[src/rtl/dev_dma_rx_pkg.sv]
// Shared constants for the burst receive sequencer.
// Assumes a 12-bit register byte offset within the device window.
package dev_dma_rx_pkg;
    localparam int REG_AW = 12;
    localparam logic [REG_AW-1:0] OFS_DEST   = 12'h800;
    localparam logic [REG_AW-1:0] OFS_COUNT  = 12'h804;
    localparam logic [REG_AW-1:0] OFS_CTRL   = 12'h808;
    localparam logic [REG_AW-1:0] OFS_REGION = 12'h884;
endpackage

[src/rtl/dev_dma_rx_decode.sv]
// Register write decoder: turns the write strobe and offset into one
// strobe per writable register. Assumes at most one write per cycle.
module dev_dma_rx_decode
    import dev_dma_rx_pkg::*;
(
    input  logic              reg_wr,
    input  logic [REG_AW-1:0] reg_addr,
    output logic              wr_dest,
    output logic              wr_count,
    output logic              wr_ctrl
);
    // Compare the offset against each register that holds state.
    always_comb begin
        wr_dest  = reg_wr && (reg_addr == OFS_DEST);
        wr_count = reg_wr && (reg_addr == OFS_COUNT);
        wr_ctrl  = reg_wr && (reg_addr == OFS_CTRL);
    end
endmodule

[src/rtl/dev_dma_rx_ctrl.sv]
// Transfer controller: holds the run flag and the remaining byte count,
// accepts bursts, and issues the completion pulse. Assumes the channel
// acknowledges only while the request is high; any other ack is ignored.
module dev_dma_rx_ctrl #(
    parameter int CNT_W       = 32,
    parameter int BURST_BYTES = 32
) (
    input  logic             clk,
    input  logic             rst_n,
    input  logic             wr_count,
    input  logic             wr_ctrl,
    input  logic             ctrl_bit,
    input  logic [CNT_W-1:0] wdata,
    input  logic             burst_ack,
    output logic             active,
    output logic [CNT_W-1:0] count,
    output logic             start,
    output logic             beat,
    output logic             done_pulse
);
    localparam logic [CNT_W-1:0] BURST = CNT_W'(BURST_BYTES);

    logic             active_q;
    logic [CNT_W-1:0] count_q;
    logic             done_q;
    logic             stop;

    // Qualify start, stop and burst acceptance from the current state.
    always_comb begin
        start = wr_ctrl && ctrl_bit && !active_q && (count_q != '0);
        stop  = wr_ctrl && !ctrl_bit && active_q;
        beat  = active_q && burst_ack && !stop;
    end

    // Run flag, byte counter and completion pulse.
    always_ff @(posedge clk) begin
        if (!rst_n) begin
            active_q <= 1'b0;
            count_q  <= '0;
            done_q   <= 1'b0;
        end else begin
            done_q <= 1'b0;
            if (stop) begin
                active_q <= 1'b0;
            end else if (start) begin
                active_q <= 1'b1;
            end else if (beat) begin
                if (count_q <= BURST) begin
                    count_q  <= '0;
                    active_q <= 1'b0;
                    done_q   <= 1'b1;
                end else begin
                    count_q <= count_q - BURST;
                end
            end else if (wr_count && !active_q) begin
                count_q <= wdata;
            end
        end
    end

    assign active     = active_q;
    assign count      = count_q;
    assign done_pulse = done_q;

    AST_DONE_SINGLE: assert property (@(posedge clk) disable iff (!rst_n)
        done_q |=> !done_q);
    AST_DONE_AT_ZERO: assert property (@(posedge clk) disable iff (!rst_n)
        done_q |-> (count_q == '0) && !active_q);
    AST_COUNT_STEP: assert property (@(posedge clk) disable iff (!rst_n)
        (beat && count_q > BURST) |=> (count_q == $past(count_q) - BURST));
    AST_STOP_SILENT: assert property (@(posedge clk) disable iff (!rst_n)
        stop |=> (!active_q && !done_q && $stable(count_q)));
    AST_IDLE_ACK_INERT: assert property (@(posedge clk) disable iff (!rst_n)
        (!active_q && !wr_count && !wr_ctrl) |=> $stable(count_q));
endmodule

[src/rtl/dev_dma_rx_addr.sv]
// Destination pointer: holds the programmed target and the byte offset of
// the current burst. Assumes start and beat never coincide.
module dev_dma_rx_addr #(
    parameter int ADDR_W      = 32,
    parameter int BURST_BYTES = 32
) (
    input  logic              clk,
    input  logic              rst_n,
    input  logic              wr_dest,
    input  logic [ADDR_W-1:0] wdata,
    input  logic              active,
    input  logic              start,
    input  logic              beat,
    output logic [ADDR_W-1:0] dest,
    output logic [ADDR_W-1:0] mem_addr
);
    localparam logic [ADDR_W-1:0] STEP = ADDR_W'(BURST_BYTES);

    logic [ADDR_W-1:0] dest_q;
    logic [ADDR_W-1:0] offset_q;

    // Destination register, frozen while a transfer runs.
    always_ff @(posedge clk) begin
        if (!rst_n) begin
            dest_q <= '0;
        end else if (wr_dest && !active) begin
            dest_q <= wdata;
        end
    end

    // Burst offset: cleared on start, advanced per accepted burst.
    always_ff @(posedge clk) begin
        if (!rst_n) begin
            offset_q <= '0;
        end else if (start) begin
            offset_q <= '0;
        end else if (beat) begin
            offset_q <= offset_q + STEP;
        end
    end

    assign dest     = dest_q;
    assign mem_addr = dest_q + offset_q;

    AST_DEST_HELD: assert property (@(posedge clk) disable iff (!rst_n)
        active |=> $stable(dest_q));
    AST_OFFSET_CLEAR: assert property (@(posedge clk) disable iff (!rst_n)
        start |=> (offset_q == '0));
endmodule

[src/rtl/dev_dma_rx.sv]
// Top of the burst receive sequencer: register decode, controller, pointer
// and the read-back multiplexer. Assumes reads are combinational on reg_addr.
module dev_dma_rx
    import dev_dma_rx_pkg::*;
#(
    parameter int DATA_W      = 32,
    parameter int BURST_BYTES = 32
) (
    input  logic              clk,
    input  logic              rst_n,
    input  logic              reg_wr,
    input  logic [REG_AW-1:0] reg_addr,
    input  logic [DATA_W-1:0] reg_wdata,
    output logic [DATA_W-1:0] reg_rdata,
    output logic              burst_req,
    input  logic              burst_ack,
    output logic [DATA_W-1:0] mem_addr,
    output logic              done_pulse
);
    logic              wr_dest, wr_count, wr_ctrl;
    logic              active, start, beat;
    logic [DATA_W-1:0] count, dest;

    dev_dma_rx_decode u_dec (
        .reg_wr   (reg_wr),
        .reg_addr (reg_addr),
        .wr_dest  (wr_dest),
        .wr_count (wr_count),
        .wr_ctrl  (wr_ctrl)
    );

    dev_dma_rx_ctrl #(.CNT_W(DATA_W), .BURST_BYTES(BURST_BYTES)) u_ctrl (
        .clk        (clk),
        .rst_n      (rst_n),
        .wr_count   (wr_count),
        .wr_ctrl    (wr_ctrl),
        .ctrl_bit   (reg_wdata[0]),
        .wdata      (reg_wdata),
        .burst_ack  (burst_ack),
        .active     (active),
        .count      (count),
        .start      (start),
        .beat       (beat),
        .done_pulse (done_pulse)
    );

    dev_dma_rx_addr #(.ADDR_W(DATA_W), .BURST_BYTES(BURST_BYTES)) u_addr (
        .clk      (clk),
        .rst_n    (rst_n),
        .wr_dest  (wr_dest),
        .wdata    (reg_wdata),
        .active   (active),
        .start    (start),
        .beat     (beat),
        .dest     (dest),
        .mem_addr (mem_addr)
    );

    // Request follows the run flag.
    assign burst_req = active;

    // Read-back mux; the region register and unmapped offsets read zero.
    always_comb begin
        case (reg_addr)
            OFS_DEST:  reg_rdata = dest;
            OFS_COUNT: reg_rdata = count;
            OFS_CTRL:  reg_rdata = {{(DATA_W-1){1'b0}}, active};
            default:   reg_rdata = '0;
        endcase
    end

    AST_REQ_DROPS_AFTER_DONE: assert property (@(posedge clk) disable iff (!rst_n)
        done_pulse |-> !burst_req);
    AST_START_RAISES_REQ: assert property (@(posedge clk) disable iff (!rst_n)
        start |=> burst_req);
endmodule

[config.mk]
export PLATFORM = sky130hd
export DESIGN_NAME = dev_dma_rx
export DESIGN_NICKNAME = d
export VERILOG_FILES = /design/src/rtl/dev_dma_rx_pkg.sv /design/src/rtl/dev_dma_rx_decode.sv /design/src/rtl/dev_dma_rx_ctrl.sv /design/src/rtl/dev_dma_rx_addr.sv /design/src/rtl/dev_dma_rx.sv
export SDC_FILE = /design/constraint.sdc
export NUM_CORES = 1
export LEC_CHECK = 0
export BUFFER_PORTS_ARGS = -buffer_cell sky130_fd_sc_hd__buf_2
export CAP_MARGIN = 0
export CORE_MARGIN = 8
export CORE_UTILIZATION = 45
export DETAILED_ROUTE_END_ITERATION = 16
export PLACE_DENSITY = 0.67
export SLEW_MARGIN = 15
export SYNTH_ARGS = -nofsm -noshare
export SYNTH_HDL_FRONTEND = slang
export SYNTH_SLANG_ARGS = --single-unit
[constraint.sdc]
create_clock -name clk -period 2.85 [get_ports clk]
set_input_delay 0.1425 -clock clk [delete_from_list [all_inputs] [get_ports clk]]
set_output_delay 0.1425 -clock clk [all_outputs]
set_load 0.01 [all_outputs]
==> results summary, run 1 <==
The fraction of registers with async set or reset after synthesis is 0. The endpoint identified for the worst register-to-register timing path is u_ctrl.count[27]. The total number of nets in the final design came out at about 960. The largest single stage delay on the critical path is between 300 and 400 ps. The number of antenna violations at the first check in global routing was 1. The synthesized netlist contains 71 unique library cells. The Yosys step of the flow raised 0 warnings. The cell area that synthesis handed to floorplanning was 6198 sq um. By startpoint and endpoint, the worst setup path is classified as reg -> out. Entering global routing, the biggest net connects 42 pins.

The number of buffers on the longest clock path came out at 2. The area of the die came out at 17790 sq um. The global routing stage identified its most utilized layer as met2.

The worst path setup slack after routing is 17.99 ps. The cell count of the worst reg-to-reg path came out at 7. The clock input transition at the sequential cells of the worst setup and hold paths is 60 ps. The worst voltage drop across the vdd grid is 0.2389 mV. For this run, design rule violations remaining after detail routing come to 0.

The switching power came out at approximately 0.53 mW. The number of nets in the synthesized netlist came out at 852. Setup repair after global routing could not meet its margin everywhere. The capturing element of the worst setup path is mem_addr[29]. The placeable core region is 13670 sq um. The register-to-register setup slack came out at 300 ps. The number of buffer cells added on primary ports came out at 113.

The critical path arrival came out at around 2700 ps. The count of endpoints failing hold in the final timing report came out at 0. The number of synthesized flops with an enable pin came out at 0.

The clock group share of total power is 0.431. In the global route stage, met1 resource usage came out at 0.2690. Synthesis inferred 93 register bits. The final-report max-slew violation count is 0. Of all nets on the critical path, the largest fanout is 3. For this run, global-route usage on met2 was measured as 0.3365.

The starting density of the core came out at 0.4536. The library cell occupying the most area in the post-synthesis netlist is dfxtp_1. TritonCTS built the clock tree. The root cell of the clock tree is clkbuf_16. The leftover overflow at the end of global routing is 0. The relative contribution of sequential cells to total power came out at 0.531. The pin slew with the least headroom to its limit came out at slightly below 1000 ps. The CTS buffer count is 9.

The number of placed instances with taps included is 1052. On the final layout, the worst clock skew is 4.523 ps. The critical path goes through ha_4 -> inv_2 -> fa_2 -> nor2b_4 -> o31ai_4 -> a31oi_4 -> a21o_1 -> a311oi_4 -> or3_1 -> o2111ai_1 -> buf_2. The placement-stage worst setup slack is 18.87 ps. The critical path data required time is 2710 ps. In this run the worst setup path begins at u_addr.offset_q[5]. In the post-synthesis netlist, the biggest area contributors are dfxtp_1 30%, nand2_1 7.0%, ha_1 5.7%. The worst setup path is captured at an output port. The maximum clock frequency is 353.1 MHz.

Detailed routing inserted a total of 6131 vias. The total power divided by cell area is 330.5 nW/um^2. The leakage power came out at 3.193 nW.

For this run, the detailed router's first-pass iteration total came to 6. The level count of the clock H-tree came out at 3. Sorting the synthesized cells by how often they occur yields 116 x nand2_1, 93 x dfxtp_1, 53 x nor2_1. The gate count of the mapped netlist is 775. The max-cap check violation count came out at 0. The final HPWL from detailed placement is 14.35 mm. The startpoint of the lowest-slack register-to-register path is u_ctrl.count[8]. The share of the synthesized area in the top cell type came out at 0.3004. The filler-free cell count of the finished design came out at 1069. After clock tree synthesis, the flow added hold-fix buffers numbering 0. Among all flip-flop cells after synthesis, the most frequent one is dfxtp_1. The total power after layout is 2.447 mW.

The number of sinks driven by the clock tree is 93. The antenna cell count is 0. STA classifies the critical path startpoint as a register. The switching share of total power came out at 0.2150.

In the global route stage, overall resource usage came out at 0.2055. The floorplan has 43 rows. Counting both buffers and inverters, the worst setup path holds a total of 2. The floorplan die width came out at 133.4 um.

The synthesis-to-finish area growth is 19.44%. After layout, the minimum clock period comes to 2832 ps. Routability-driven placement finished with a final weighted congestion of 0.8767. For this run, global-route usage on met3 was measured as 0.04142. The average footprint of a synthesized cell is 7.998 sq um. The relative max-transition margin came out at 0.3423. The routed wire length per instance is between 15 and 20 um. In this design, the largest share of critical-path delay is due to compound AO/OA/AOI/OAI gates. The via count of the first global-routing pass is just under 6000. The post-synthesis sequential area ratio is 0.3004. In this run, the number of DRC markers left after iteration 0 of detailed routing was 501. Once detail routing completed, the nets flagged for antenna violations numbered 0. The die outline height came out at approximately 130 um. Of the cells placed in the final design, the portion with a size suffix greater than 1 is 0.2418.

The wire length after detailed routing is approximately 19 mm. The global-route wire length before repair is 30.07 mm. The post-detailed-route via-to-cell ratio is between 5 and 6.

The clock latency of the later-clocked register in the worst-skew pair came out at 340 ps. The cell depth of the worst setup path came out at 11. nand2_1 is the most common cell in the netlist. The tightest min-delay check is of the in -> reg type.

Cell internal power was estimated by the tool at 1.920 mW. In the finished design, the share of the clock period the worst path needs comes to 0.9937. The number of setup violations in the final report came out at 0.

For this design the top-level I/O count stands at 114. The portion of total power attributed to combinational logic is 0.038. The flow ran to the end, and the final reports show no timing, DRC or antenna violations. For this design, the slowest cell found on the critical path is fa_2.
worst min path at each step:
stage / cells after the start / from / slack, ps / end
3_3_place_gp: 3 / reg_wdata[4] / 410 / u_addr.dest[4]
3_5_place_dp: 3 / reg_wdata[2] / 410 / u_addr.dest[2]
6_report: 3 / reg_wdata[4] / 60 / u_addr.dest[4]
2_1_floorplan: 2 / reg_wdata[0] / 290 / u_addr.dest[0]
4_1_cts: 3 / reg_wdata[4] / 50 / u_addr.dest[4]
5_1_grt: 3 / reg_wdata[4] / 60 / u_addr.dest[4]
worst register-to-register path, stage by stage, from the launching register on:
cell	delay (ps)
dfxtp_1	370
or4_4	620
nor4_4	360
nand3_4	180
nor2_2	270
nor2_1	230
a222oi_1	330
nor2b_1	80
power by group through the flow:
stage / clock network, mW / registers, mW / logic (mW)
after floorplan: 0 / 1.33 / 0.0413
after global placement: 0 / 1.33 / 0.0933
after detailed placement: 0 / 1.33 / 0.0932
after CTS: 1.08 / 1.30 / 0.0936
after global routing: 1.12 / 1.30 / 0.101
final: 1.05 / 1.30 / 0.0938
sequential cells by signal, summed over array words and instances, names as in the netlist:
signal             count
u_addr.dest           32
u_addr.offset_q       27
u_ctrl.active          1
u_ctrl.done_pulse      1
u_ctrl.count          32
per-layer routing:
layer,routed length [um],part of all wire,vias up
li1,-,-,3050
met1,8627,0.46,2866
met2,8704,0.46,195
met3,1186,0.063,18
met4,213,0.011,2
met5,16,0.00085,-
per-stage QoR:
step / utilization / hold WS [ps] / setup TNS, ps / cell area (sq um)
after floorplan: - / 287.4 / 0 / 6198
after global placement: 0.5103 / 408.8 / 0 / 6974
after detailed placement: 0.5103 / 414.0 / 0 / 6974
after global routing: 0.5418 / 57.55 / -74.19 / 7403
after CTS: 0.5372 / 50.13 / 0 / 7341
final: 0.5418 / 62.09 / 0 / 7403
logic make-up after synthesis:
group,count (synthesis),synth area share
AO/OA/AOI/OAI,229,0.2608
XOR/XNOR,53,0.07489
adder cells (fa/ha/maj),29,0.05975
buffers and inverters,61,0.05268
flip-flops,93,0.3004
multiplexers,1,0.001615
AND/OR/NAND/NOR,309,0.2499
cells in the final DEF (no fill, tap or decap), drive strengths merged, types with 7 or more instances in the layout:
master,n
nor2b,14
nor2,61
o21a,9
clkbuf,12
o211ai,9
a22oi,12
nand2,116
ha,28
buf,149
a21boi,37
o21ai,34
nand4,16
a21o,10
inv,12
xor2,30
nor4,14
nor3,15
dfxtp,93
a31oi,7
a22o,32
xnor2,23
and2,9
a21oi,48
nand3,28
repair_timing:
item,4_1_cts,5_1_grt
pin swaps,9,11
setup buffers,3,1
endpoints found under the setup margin,10,8
cloned,0,0
gates resized for setup,24,16
area by class of cell:
class,count,area [sq um]
clock buffers,12,236.5
clock inverters,2,12.51
flip-flops and latches,93,1869
fillers,1348,6262
well taps,180,225.2
inverters,12,45.04
multi-input cells,621,4179
repair buffers,149,835.8
(Power assumes the default switching activity.)
==> run 2: changes to the inputs <==
--- a/config.mk
+++ b/config.mk
@@ -10,7 +10,7 @@
 export CORE_MARGIN = 8
 export CORE_UTILIZATION = 45
 export DETAILED_ROUTE_END_ITERATION = 16
-export PLACE_DENSITY = 0.67
+export PLACE_DENSITY = 0.69
 export SLEW_MARGIN = 15
 export SYNTH_ARGS = -nofsm -noshare
 export SYNTH_HDL_FRONTEND = slang
==> constraint.sdc (replaced) <==
create_clock -name clk -period 2.59 [get_ports clk]
set_input_delay 0.1295 -clock clk [delete_from_list [all_inputs] [get_ports clk]]
set_output_delay 0.1295 -clock clk [all_outputs]
set_load 0.01 [all_outputs]
==> run 2 against run 1 <==
The flow now finishes with violations (setup timing). Non-clock buffer count up 45. Combinational power up 14%. Count of clock-buffer cells in the layout unchanged. Critical endpoint unchanged.
==> results summary, run 2 (synthesis results as in run 1) <==
The via count of the first global-routing pass was 6019 (was 5876). The clock latency of the later-clocked register in the worst-skew pair came to 350 ps (was 340 ps). The largest net degree at the start of global routing is 34 (was 42). The switching power came out at 0.6279 mW (was 0.5261 mW). The clock input transition at the sequential cells of the worst setup and hold paths was 60 ps (about the same). The placement row count is 43 (unchanged). The root cell of the clock tree was clkbuf_16 (unchanged). The count of endpoints failing hold in the final timing report is 0 (unchanged).

The detailed-routing iteration count for the pre-antenna-repair pass came out at 5 (was 6). The max-cap check violation count came to 0 (unchanged). The global placement routability congestion is 0.8804 (was 0.8767). The leftover overflow at the end of global routing was 0 (unchanged).

The worst path setup slack after routing is -264.4 ps (was 17.99 ps). The internal power is 2.174 mW (was 1.920 mW). The leakage power came out at 3.472 nW (was 3.193 nW). The placeable core region came out at 13670 sq um (unchanged). The ratio of cells with drive above 1 in the final layout is 0.3109 (was 0.2418). The number of setup violations in the final report is 8 (was 0).

The final cell area excluding filler cells came out at 7960 sq um (was 7403 sq um). The total power divided by cell area came out at 352.0 nW/um^2 (was 330.5 nW/um^2). The filler-free cell count of the finished design came out at 1116 (was 1069).

The final-report max-slew violation count is 0 (unchanged). The starting density of the core is 0.4536 (unchanged). The antenna cell count is 0 (unchanged). The fill cell instance count of the final layout is 1294 (was 1348).

The area of the die came out at 17790 sq um (unchanged). The number of buffer cells added on primary ports is 113 (unchanged). The type of the tightest min-delay check is in -> reg (unchanged).

The post-route core utilization was 0.5825 (was 0.5418). The worst voltage drop across the vdd grid is 0.2927 mV (was 0.2389 mV). The total DRC errors in the routed layout is 0 (unchanged). The category of the worst setup path launch point was a register (unchanged). The highest metal layer with signal wires is met4 (was met5). The level count of the clock H-tree came out at 3 (unchanged). The number of sinks driven by the clock tree was 93 (unchanged).

Commonest cells after routing, fill and taps aside: 116 x nand2_1, 112 x buf_2, 77 x buf_4, 77 x dfxtp_1, 50 x nor2_1 (was 116 x nand2_1, 113 x buf_2, 89 x dfxtp_1). The number of primary I/O pins was 114 (unchanged). The final critical-path share of the clock period is 1.102. The routed wire length on met2 came out at 9.152 mm (was 8.704 mm).

The critical path class is reg -> out (unchanged). The number of antenna violations at the first check in global routing came out at 0 (was 1). The clock skew came to 10.34 ps (was 4.523 ps).

Run status: complete, but fails checks (was finished, final reports clean). The overall via count from detail_route came to 6302 (was 6131). The final HPWL from detailed placement came out at 14.66 mm (was 14.35 mm). The relative max-transition margin came out at 0.5743 (was 0.3423).

The final reports fail on setup timing. The routed wire length per instance is 17.47 um (was 17.54 um). The total number of nets in the final design came out at 1008 (was 963).

The relative contribution of sequential cells to total power is 0.510 (was 0.531). The global-route wire length before repair is 31.69 mm (was 30.07 mm). The routed length on met3 is 986 um (was 1.186 mm).

The area of placed instances is 7297 sq um (was 6974 sq um). The pin slew with the least headroom to its limit came to 636.2 ps (was 986.4 ps). The die outline height is 133.4 um (unchanged). Timing would allow up to 350.3 MHz. The wire length after detailed routing came out at 19.50 mm (was 18.75 mm). RSZ-0062 raised after global routing: yes (unchanged). The number of hold buffers added after cts is 0 (unchanged).

The clock tree from TritonCTS was built (unchanged). The synthesis-to-finish area growth was 28.42% (was 19.44%). The violation count after the first detailed-routing iteration came to 410 (was 501). The worst-path maximum fanout is 3 (unchanged). The post-route minimum period is 2854 ps. The overall routing resource usage came out at 0.2177 (was 0.2055). The critical path arrival was 2720 ps (was 2690 ps). The capturing element type of the critical path is an output port (unchanged). The floorplan die width was 133.4 um (unchanged). The portion of total power attributed to combinational logic is 0.038 (about the same).

The met1 layer wirelength in the final routing is 8.990 mm (was 8.627 mm). The most common cell after layout, fill and taps aside is nand2_1 (unchanged). The switching share of total power was 0.2241 (was 0.2150). The number of placed instances with taps included came out at 1095 (was 1052).

The post-detailed-route via-to-cell ratio is 5.647 (was 5.735). The number of buffers on the longest clock path is 2 (unchanged). The number of antenna-violating nets in the routed design is 0 (unchanged). The clock group share of total power came to 0.452 (was 0.431). The critical path data required time is 2460 ps (was 2710 ps).

The CTS buffer count is 9 (unchanged).
run 2: metrics by stage:
step | total power, mW | TNS, ps | hold slack, ps | worst slack [ps]
global placement | 1.569 | -677.6 | 399.6 | -229.1
finish | 2.802 | -1130 | 44.79 | -264.4
global route | 2.905 | -2018 | 46.96 | -332.6
floorplan | 1.508 | 0 | 274.4 | 206.0
CTS | 2.829 | -1090 | 33.06 | -226.7
detailed placement | 1.569 | -1021 | 406.1 | -345.3
run 2: power groups by stage:
stage | registers (mW) | logic (mW) | clock network [mW]
2_1_floorplan | 1.46 | 0.0454 | 0
3_3_place_gp | 1.46 | 0.107 | 0
3_5_place_dp | 1.46 | 0.107 | 0
4_1_cts | 1.43 | 0.108 | 1.29
5_1_grt | 1.43 | 0.116 | 1.36
6_report | 1.43 | 0.107 | 1.27
run 2: final cells by class:
type / count / area, sq um / share of cell area
Clock buffer: 12 / 256.5 / 0.03222
Timing Repair Buffer: 194 / 1195 / 0.1501
Clock inverter: 4 / 22.52 / 0.002829
Sequential cell: 93 / 1884 / 0.2367
Multi-Input combinational cell: 621 / 4332 / 0.5442
Inverter: 12 / 45.04 / 0.005659
Tap cell: 180 / 225.2 / 0.02829
run 2: timing repair:
action	CTS	global route
setup endpoints to repair	18	15
pin swaps	22	14
gates resized for setup	53	25
buffers inserted	4	3
run 2: path summary, 6_finish.rpt:
| kind | startpoint | slack (ps) | end | cells past startpoint |
|---|---|---|---|---|
| worst min-delay path | reg_wdata[8] | 40 | u_ctrl.count[8] | 3 |
| worst max-delay path | u_addr.offset_q[5] | -260 | mem_addr[29] | 12 |
| worst max register to register | u_ctrl.count[12] | 210 | u_ctrl.count[23] | 8 |
| worst min register to register | u_addr.dest[2] | 480 | u_addr.dest[2] | 2 |
run 2: routing by layer:
layer  GRT usage  vias up
met5           0        -
met4     0.07611        0
met3     0.04179       29
met2      0.3555      172
met1      0.2798     2974
li1            -     3127
run 2: critical path, cell delays in order (launching register included):
cell	delay (ps)
dfxtp_2	340
ha_4	160
inv_2	50
fa_2	230
nor2b_4	60
o31ai_4	310
a31oi_4	170
a21o_1	220
a311oi_2	300
buf_4	180
nand4_1	100
o2111ai_1	110
buf_2	160
==> run 3: changes to the inputs <==
--- a/config.mk
+++ b/config.mk
@@ -10,7 +10,7 @@
 export CORE_MARGIN = 8
 export CORE_UTILIZATION = 45
 export DETAILED_ROUTE_END_ITERATION = 16
-export PLACE_DENSITY = 0.69
+export PLACE_DENSITY_LB_ADDON = 0.05
 export SLEW_MARGIN = 15
 export SYNTH_ARGS = -nofsm -noshare
 export SYNTH_HDL_FRONTEND = slang
==> run 3 against run 2 <==
The flow still finishes with violations (setup timing). First-iteration DRC count up 4.6%. Register-to-register slack worse by 30 ps. Global-route usage up 0.75 points. Hold slack worse by 3.9 ps. Worst setup slack better by 120 ps. Critical path type unchanged. Largest power group unchanged.
==> results summary, run 3 (synthesis results as in run 1) <==
Run status: complete, but fails checks (unchanged). Failing checks: setup timing (unchanged). The starting density of the core is 0.4536 (unchanged). The switching share of total power came out at 0.2159 (was 0.2241). RSZ-0062 raised after global routing: yes (unchanged).

The post-route minimum period is 2735 ps (was 2854 ps). The count of endpoints failing hold in the final timing report came out at 0 (unchanged). The capturing element type of the critical path is an output port (unchanged).

The placement-stage worst setup slack came out at -205.5 ps (was -345.3 ps). The relative max-transition margin came out at 0.5088 (was 0.5743). The filler-free cell count of the finished design came to 1108 (was 1116). The final-report max-slew violation count is 0 (unchanged). The register-to-register setup slack is 180 ps (was 210 ps). The portion of total power attributed to combinational logic was 0.036 (was 0.038). The fill cell instance count of the final layout is 1300 (was 1294). The placement row count came out at 43 (unchanged).

The beginning of the critical path is u_addr.offset_q[5] (unchanged). The violation count after the first detailed-routing iteration is 429 (was 410). The worst-case hold path end point is u_addr.dest[8] (was u_ctrl.count[8]).

The worst path setup slack after routing came out at -145.3 ps (was -264.4 ps). The placeable core region came out at 13670 sq um (unchanged). The startpoint of the lowest-slack hold path is reg_wdata[8] (unchanged).

The clock latency of the later-clocked register in the worst-skew pair came out at 350 ps (about the same). Commonest cells after routing, fill and taps aside: 116 x nand2_1, 113 x buf_2, 73 x dfxtp_1 (was 116 x nand2_1, 112 x buf_2, 77 x buf_4, 77 x dfxtp_1, 50 x nor2_1). The count of cells along the worst hold path came out at 3 (unchanged). The final critical-path share of the clock period is 1.056 (was 1.102). The overall via count from detail_route is 6357 (was 6302). The root cell of the clock tree was clkbuf_16 (unchanged). The worst voltage drop across the vdd grid is 0.2649 mV (was 0.2927 mV). The cell with the largest stage delay on the worst path was fa_2 (was dfxtp_2). The post-route core utilization is 0.5810 (was 0.5825). The delay contributed by the slowest stage of the critical path came out at 360 ps (was 340 ps). The clock input transition at the sequential cells of the worst setup and hold paths is 60 ps (about the same). The footprint of the flip-flops and latches is 1887 sq um (was 1884 sq um).

The area of the die is 17790 sq um (unchanged). The maximum clock frequency came out at 365.6 MHz (was 350.3 MHz). The number of setup violations in the final report came out at 5 (was 8). The floorplan die width came to 133.4 um (unchanged). The number of antenna-violating nets in the routed design came to 0 (unchanged). The clock tree from TritonCTS is built (unchanged). The switching power came out at 0.6255 mW (was 0.6279 mW). The number of antenna violations at the first check in global routing came out at 1 (was 0). The number of buffer cells added on primary ports came out at 113 (unchanged).

The number of hold buffers added after cts is 0 (unchanged). The global placement routability congestion came out at 0.8889 (was 0.8804). The die outline height is 133.4 um (unchanged). The total power divided by cell area is 364.9 nW/um^2 (was 352.0 nW/um^2). The synthesis-to-finish area growth is 28.10% (was 28.42%). The worst-path maximum fanout came out at 3 (unchanged).

The pin slew with the least headroom to its limit is 736.7 ps (was 636.2 ps). The post-detailed-route via-to-cell ratio came out at 5.737 (was 5.647). The wire length after detailed routing is 20.39 mm (was 19.50 mm). The overall routing resource usage came to 0.2252 (was 0.2177). The via count of the first global-routing pass was 6361 (was 6019).

The clock skew is 7.996 ps (was 10.34 ps). The max-cap check violation count came out at 0 (unchanged). The ratio of cells with drive above 1 in the final layout came to 0.3168 (was 0.3109).

The area of the multi-input gates came out at 4333 sq um (was 4332 sq um). The internal power is 2.272 mW (was 2.174 mW). The leftover overflow at the end of global routing was 0 (unchanged). The critical path arrival was 2610 ps (was 2720 ps).

The global-route wire length before repair came to 32.78 mm (was 31.69 mm). The number of primary I/O pins came out at 114 (unchanged). Worst-path cell chain: ha_4 -> inv_2 -> fa_2 -> nor2b_4 -> o31ai_4 -> a31oi_4 -> a21o_1 -> a311oi_2 -> or3_1 -> o2111ai_2 -> buf_2 (was ha_4 -> inv_2 -> fa_2 -> nor2b_4 -> o31ai_4 -> a31oi_4 -> a21o_1 -> a311oi_2 -> buf_4 -> nand4_1 -> o2111ai_1 -> buf_2). The final HPWL from detailed placement is 15.39 mm (was 14.66 mm). The antenna cell count was 0 (unchanged).

The critical path class was reg -> out (unchanged). The number of placed instances with taps included was 1083 (was 1095). The type of the tightest min-delay check is in -> reg (unchanged). The largest net degree at the start of global routing was 32 (was 34). The total DRC errors in the routed layout is 0 (unchanged).

The clock group share of total power came out at 0.471 (was 0.452). The detailed-routing iteration count for the pre-antenna-repair pass is 5 (unchanged). The number of sinks driven by the clock tree is 93 (unchanged).

The level count of the clock H-tree is 3 (unchanged). The routed wire length per instance came out at 18.40 um (was 17.47 um). The cell count of the worst reg-to-reg path came out at 9 (was 8). The critical path data required time is 2460 ps (about the same).

The CTS buffer count is 9 (unchanged). The startpoint of the lowest-slack register-to-register path was u_ctrl.count[10] (was u_ctrl.count[12]). The reg-to-reg endpoint is u_addr.offset_q[7] (was u_ctrl.count[23]). The total number of nets in the final design came to 1001 (was 1008). The category of the worst setup path launch point is a register (unchanged). The most common cell after layout, fill and taps aside is nand2_1 (unchanged).

The relative contribution of sequential cells to total power is 0.493 (was 0.510). The number of buffers on the longest clock path is 2 (unchanged). The leakage power is 3.431 nW (was 3.472 nW).
==> run 3: changes by cell type in the layout (fill, tap and decap cells not counted), moves of 2 or more <==
cell	change
buf_4	-8
clkinv_2	-3
dfxtp_1	-4
dfxtp_2	+5
ha_1	-3
ha_2	+2
o21ai_2	+2
==> run 3: how the worst max path moves through the flow <==
stage,endpoint,slack [ps],cells after the start
CTS,mem_addr[29],-210,11
global placement,mem_addr[31],-130,11
global route,mem_addr[29],-290,10
finish,mem_addr[29],-150,11
floorplan,mem_addr[31],210,10
detailed placement,mem_addr[31],-210,11
==> run 3: power by group through the flow <==
stage	Sequential [mW]	Clock (mW)	Combinational [mW]
2_1_floorplan	1.46	0	0.0454
3_3_place_gp	1.46	0	0.102
3_5_place_dp	1.46	0	0.103
4_1_cts	1.43	1.38	0.103
5_1_grt	1.43	1.44	0.113
6_report	1.43	1.36	0.104
==> run 3: per-stage QoR <==
stage	area, sq um	TNS (ps)	hold slack [ps]	total power, mW
floorplan	6198	0	274.4	1.508
global placement	7219	-261.5	395.9	1.565
detailed placement	7219	-417.7	404.9	1.565
CTS	7797	-835.6	28.23	2.917
global route	7940	-1331	52.92	2.982
finish	7940	-399.0	40.89	2.898
==> run 3: area by class of cell <==
| class | count | share of cell area |
|---|---|---|
| flip-flops and latches | 93 | 0.2376 |
| inverters | 12 | 0.005673 |
| clock inverters | 3 | 0.005673 |
| multi-input cells | 621 | 0.5457 |
| repair buffers | 187 | 0.1447 |
| well taps | 180 | 0.02836 |
| clock buffers | 12 | 0.03230 |
==> run 3: worst max-delay path, delay by kind of cell (launching register included) <==
kind | cells | cell delay [ps]
and+or+nand+nor | 2 | 500
AOI/OAI and AO/OA | 5 | 720
DFF | 1 | 350
adders and majority gates | 2 | 500
buffers and inverters | 2 | 190
==> run 3: timing repair <==
| action | in CTS | in global routing |
|---|---|---|
| buffers inserted | 7 | 3 |
| gates resized for setup | 50 | 32 |
| setup endpoints to repair | 16 | 42 |
| pin swaps | 22 | 24 |
==> run 3: per-layer routing <==
layer	global-route usage	wire [um]	vias up
met5	0	12	-
met4	0.06800	352	2
met3	0.05422	1248	24
met2	0.3722	9637	210
met1	0.2832	9135	3011
li1	-	-	3110
